==> src/rtl/scan_seq_pkg.sv <==
package scan_seq_pkg;

    localparam int CFG_W     = 16;
    localparam int NUM_CH    = 4;
    localparam int CH_W      = $clog2(NUM_CH);
    localparam int NUM_PAIRS = NUM_CH / 2;
    localparam int MODE_LSB  = 0;
    localparam int MODE_W    = 3;
    localparam int EN_LSB    = 7;
    localparam int AC_LSB    = EN_LSB + NUM_PAIRS;

    typedef logic [CH_W-1:0]   chan_t;
    typedef logic [MODE_W-1:0] mode_t;

    typedef struct packed {
        logic        legal;
        chan_t       base;
        logic [CH_W:0] len;
    } scan_plan_t;

    typedef struct packed {
        logic  valid;
        chan_t tag;
        logic  wrap;
    } emit_t;

    function automatic scan_plan_t plan_from_code(input mode_t code);
        scan_plan_t p;
        p = '0;
        if (code[MODE_W-1]) begin
            p.legal = 1'b1;
            p.base  = code[CH_W-1:0];
            p.len   = (CH_W+1)'(1);
        end else begin
            case (code[1:0])
                2'd1: begin
                    p.legal = 1'b1;
                    p.base  = '0;
                    p.len   = (CH_W+1)'(NUM_CH);
                end
                2'd2: begin
                    p.legal = 1'b1;
                    p.base  = '0;
                    p.len   = (CH_W+1)'(2);
                end
                2'd3: begin
                    p.legal = 1'b1;
                    p.base  = chan_t'(2);
                    p.len   = (CH_W+1)'(2);
                end
                default: p = '0;
            endcase
        end
        return p;
    endfunction

endpackage

==> src/rtl/scan_cfg_reg.sv <==
module scan_cfg_reg
    import scan_seq_pkg::*;
(
    input  logic                 clk,
    input  logic                 rst,
    input  logic                 we,
    input  logic [CFG_W-1:0]     wdata,
    output scan_plan_t           plan,
    output logic                 restart,
    output logic [NUM_PAIRS-1:0] pair_en,
    output logic [NUM_PAIRS-1:0] pair_ac
);

    mode_t                mode_q;
    logic [NUM_PAIRS-1:0] en_q;
    logic [NUM_PAIRS-1:0] ac_q;
    logic                 unused_bits;

    assign unused_bits = ^{wdata[CFG_W-1:AC_LSB+NUM_PAIRS],
                           wdata[EN_LSB-1:MODE_LSB+MODE_W]};

    always_ff @(posedge clk) begin
        if (rst) begin
            mode_q <= '0;
            en_q   <= '0;
            ac_q   <= '0;
        end else if (we) begin
            mode_q <= wdata[MODE_LSB +: MODE_W];
            en_q   <= wdata[EN_LSB +: NUM_PAIRS];
            ac_q   <= wdata[AC_LSB +: NUM_PAIRS];
        end
    end

    assign plan    = plan_from_code(mode_q);
    assign restart = we;

    for (genvar g = 0; g < NUM_PAIRS; g++) begin : g_pair
        assign pair_en[g] = en_q[g];
        assign pair_ac[g] = ac_q[g];
    end

endmodule

==> src/rtl/scan_walker.sv <==
module scan_walker
    import scan_seq_pkg::*;
(
    input  logic       clk,
    input  logic       rst,
    input  logic       tick,
    input  logic       restart,
    input  scan_plan_t plan,
    output emit_t      emit
);

    chan_t pos_q;
    emit_t emit_q;
    logic  fire;
    logic  last;

    assign fire = tick && plan.legal;
    assign last = ({1'b0, pos_q} == (plan.len - 1'b1));

    always_ff @(posedge clk) begin
        if (rst) begin
            pos_q  <= '0;
            emit_q <= '0;
        end else begin
            emit_q.valid <= fire;
            emit_q.tag   <= plan.base + pos_q;
            emit_q.wrap  <= fire && last;
            if (restart) begin
                pos_q <= '0;
            end else if (fire) begin
                pos_q <= last ? '0 : pos_q + 1'b1;
            end
        end
    end

    assign emit = emit_q;

endmodule

==> src/rtl/scan_seq.sv <==
module scan_seq
    import scan_seq_pkg::*;
(
    input  logic        clk,
    input  logic        rst,
    input  logic        cfg_we,
    input  logic [15:0] cfg_wdata,
    input  logic        tick,
    output logic        ch_valid,
    output logic [1:0]  ch_tag,
    output logic        scan_wrap,
    output logic        mode_bad,
    output logic [1:0]  pair_en,
    output logic [1:0]  pair_ac
);

    scan_plan_t plan;
    logic       restart;
    emit_t      emit;

    scan_cfg_reg u_cfg (
        .clk     (clk),
        .rst     (rst),
        .we      (cfg_we),
        .wdata   (cfg_wdata),
        .plan    (plan),
        .restart (restart),
        .pair_en (pair_en),
        .pair_ac (pair_ac)
    );

    scan_walker u_walk (
        .clk     (clk),
        .rst     (rst),
        .tick    (tick),
        .restart (restart),
        .plan    (plan),
        .emit    (emit)
    );

    assign ch_valid  = emit.valid;
    assign ch_tag    = emit.tag;
    assign scan_wrap = emit.wrap;
    assign mode_bad  = !plan.legal;

endmodule

==> config.mk <==
export PLATFORM = sky130hd
export DESIGN_NAME = scan_seq
export DESIGN_NICKNAME = d
export VERILOG_FILES = /design/src/rtl/scan_seq_pkg.sv /design/src/rtl/scan_cfg_reg.sv /design/src/rtl/scan_walker.sv /design/src/rtl/scan_seq.sv
export SDC_FILE = /design/constraint.sdc
export NUM_CORES = 1
export LEC_CHECK = 0
export BUFFER_PORTS_ARGS = -buffer_cell sky130_fd_sc_hd__buf_2
export CORE_MARGIN = 2
export CORE_UTILIZATION = 41
export DETAILED_ROUTE_END_ITERATION = 8
export HOLD_SLACK_MARGIN = 0.02
export PLACE_DENSITY_LB_ADDON = 0.3
export SYNTH_ARGS = -nofsm -noshare
export SYNTH_HDL_FRONTEND = slang
export SYNTH_SLANG_ARGS = --single-unit
==> constraint.sdc <==
create_clock -name clk -period 1.7 [get_ports clk]
set_input_delay 0.085 -clock clk [delete_from_list [all_inputs] [get_ports clk]]
set_output_delay 0.085 -clock clk [all_outputs]
set_load 0.1 [all_outputs]
==> metrics.csv <==
stage,metric,value,unit
final_layout,diodes,0,
drt,vias_per_cell,5.05,
grt,gr-total-overflow,0,
worst_setup_path,required,1.62,ns
worst_setup_path,cp.arrival,1.31,ns
drt,drtIter0Drc,5,
floorplanning,io_pins,29,
floorplanning,initial_core_util,42.4,%
timing,tightest_slew,0.486,ns
final_layout,final.fill_count,125,
cts,cts_root_buf,clkbuf_4,
logic_synthesis,ys_types,21,
cts,cts_hold_buffers,0,
logic_synthesis,synthArstFlopShare,0,%
pwr,vdd_drop_max,0.585,mV
floorplanning,die-width,40.2,microns
drt,wl_per_cell,10.3,microns
logic_synthesis,yosysSeqAreaShare,48.4,%
logic_synthesis,yosys.area.top_type_share,48.4,%
final_layout,regArea,260,sq um
logic_synthesis,yosysTopAreaCell,dfxtp_1,
cts,insertion_delay,0.27,ns
placement,gp_congestion,0.754,
worst_setup_path,critPathKind,flop to output pin,
logic_synthesis,synth_area_leaders,"dfxtp_1 (48%), mux2i_1 (13%), nor2_1 (6.3%)",
drt,firstDrtPassIters,2,
timing,fmax,716,MHz
logic_synthesis,synth_ff_type,dfxtp_1,
final_layout,syn2layout_area_growth,25.8,%
timing,post-route-min-period,1.40,ns
final_layout,fin_area,677,sq um
worst_setup_path,r2r_slack,0.34,ns
floorplanning,dieArea,1620,sq um
cts,clock-sinks,13,
placement,port_buffers,19,
timing,hold_violations,0,
logic_synthesis,synthCells,52,
grt,grt.total_usage,13.6,%
timing,timing.slew.headroom,67.8,%
worst_setup_path,cp_max_fo,9,
grt,grt_first_pass_wirelength,1460,microns
cts,cts_resized,0,
timing,tns,0,ns
timing,setup_violations,0,
worst_hold_path,hp-start,cfg_wdata[1],
timing,drv_slew,0,
run,max_cap_viol_count,0,
logic_synthesis,synth_seq_cells,13,
cts,cts_setup_buffers,0,
logic_synthesis,synthTopCellsByCount,"dfxtp_1 (13), nor2_1 (9), mux2i_1 (7)",
grt,grt_max_degree,13,
grt,grt_pass1_vias,339,
cts,clk_pin_slew,0.08,ns
logic_synthesis,syn-cell-area,538,sq um
worst_setup_path,rr_endpoint,u_walk.pos_q[1],
worst_setup_path,setup.worst_path.end_class,output pin,
pwr,p_leak,0.328,nW
cts,clockBufferDepth,2,
grt,antenna_found_initial,0,
final_layout,layout-drive-gt1-share,34.7,%
floorplanning,rows,13,
timing,period_share,82.1,%
worst_setup_path,start_kind,flop,
worst_hold_path,hold_path_class,input port to flop,
logic_synthesis,avgSynthCellArea,10.3,sq um
cts,cts_tree,built,
drt,drc,0,
timing,rsz0062_at_grt,no,
placement,placed_cell_area,651,sq um
floorplanning,fp.dieH,40.2,microns
worst_hold_path,worstHoldPathCells,3,
drt,ant_nets,0,
worst_setup_path,r2r_cells,3,
logic_synthesis,yosys_warnings,0,
cts,cts_buffers,3,
final_layout,multi_input_area,273,sq um
drt,vias,439,
cts,htree_levels,1,
logic_synthesis,syn-num-nets,73,
pwr,p_per_area,988,nW/um^2
floorplanning,core_area,1270,sq um
logic_synthesis,synth.most_common_cell,dfxtp_1,
timing,fin_skew,0.00418,ns
run_status,status,finished clean,
final_layout,nNetsFinal,94,
drt,routed_wl,896,microns
worst_hold_path,min_to,u_cfg.mode_q[1],
logic_synthesis,synth-edff-count,0,
worst_setup_path,rr_startpoint,u_cfg.mode_q[1],
through the flow:
stage	total power, mW	utilization, %	instances	setup slack [ns]	hold slack, ns
2_1_floorplan	0.464	-	52	0.357	0.190
3_3_place_gp	0.491	51.3	83	0.384	0.318
3_5_place_dp	0.493	51.3	83	0.373	0.329
4_1_cts	0.677	53.4	87	0.293	0.0487
5_1_grt	0.702	53.4	87	0.220	0.0519
6_report	0.669	53.4	87	0.304	0.0498
cell type report:
class | instances | area share [%]
clock buffer | 4 | 3.88
inverter | 1 | 0.555
multi-input combinational | 35 | 40.3
sequential | 13 | 38.4
tap | 15 | 2.77
timing repair buffer | 19 | 14.0
power breakdown:
part           internal [mW]  switching, mW  total [mW]  leakage (nW)
combinational         0.0381          0.113       0.151         0.207
clock                 0.0907         0.0937       0.184        0.0150
sequential             0.318         0.0154       0.334         0.106
worst max-delay path, stage by stage (launching register included):
cell,delay (ns)
dfxtp_1,0.41
nor3_4,0.20
buf_2,0.44
cell families (layout without fill, tap and decap cells):
| family | Yosys count | in the layout | share of synthesized area [%] |
|---|---|---|---|
| buf+inv | 4 | 24 | 3.02 |
| simple gates | 15 | 15 | 14.2 |
| mux | 7 | 7 | 13.0 |
| flops | 13 | 13 | 48.4 |
| compound gates | 8 | 8 | 12.6 |
| xor+xnor | 4 | 4 | 6.51 |
| fa+ha+maj | 1 | 1 | 2.33 |
placed cells by master, fill, tap and decap left out, types with 2 or more instances in the layout:
| cell | n |
|---|---|
| o21ai_0 | 2 |
| buf_2 | 19 |
| clkbuf_4 | 3 |
| dfxtp_1 | 13 |
| nor2_1 | 9 |
| mux2i_1 | 7 |
| xnor2_1 | 3 |
| a311oi_1 | 2 |
state kept, by name (all words and copies together), names as in the netlist:
| signal | cells |
|---|---|
| u_cfg.mode_q | 3 |
| u_cfg.pair_ac | 2 |
| u_cfg.pair_en | 2 |
| u_walk.emit | 4 |
| u_walk.pos_q | 2 |
worst max-delay path by stage:
stage | startpoint | endpoint | cells after the start
floorplan | u_cfg.mode_q[2] | mode_bad | 2
global placement | u_cfg.mode_q[1] | u_walk.pos_q[1] | 3
detailed placement | u_cfg.mode_q[1] | u_walk.pos_q[1] | 3
CTS | u_cfg.mode_q[2] | mode_bad | 2
global route | u_cfg.mode_q[2] | mode_bad | 2
finish | u_cfg.mode_q[2] | mode_bad | 2
per-layer routing:
metal	track usage, %	part of all wire [%]
met1	18.0	47
met4	5.00	0
met5	0	0
met3	5.56	6.5
met2	19.8	47
(Power assumes the default switching activity.)
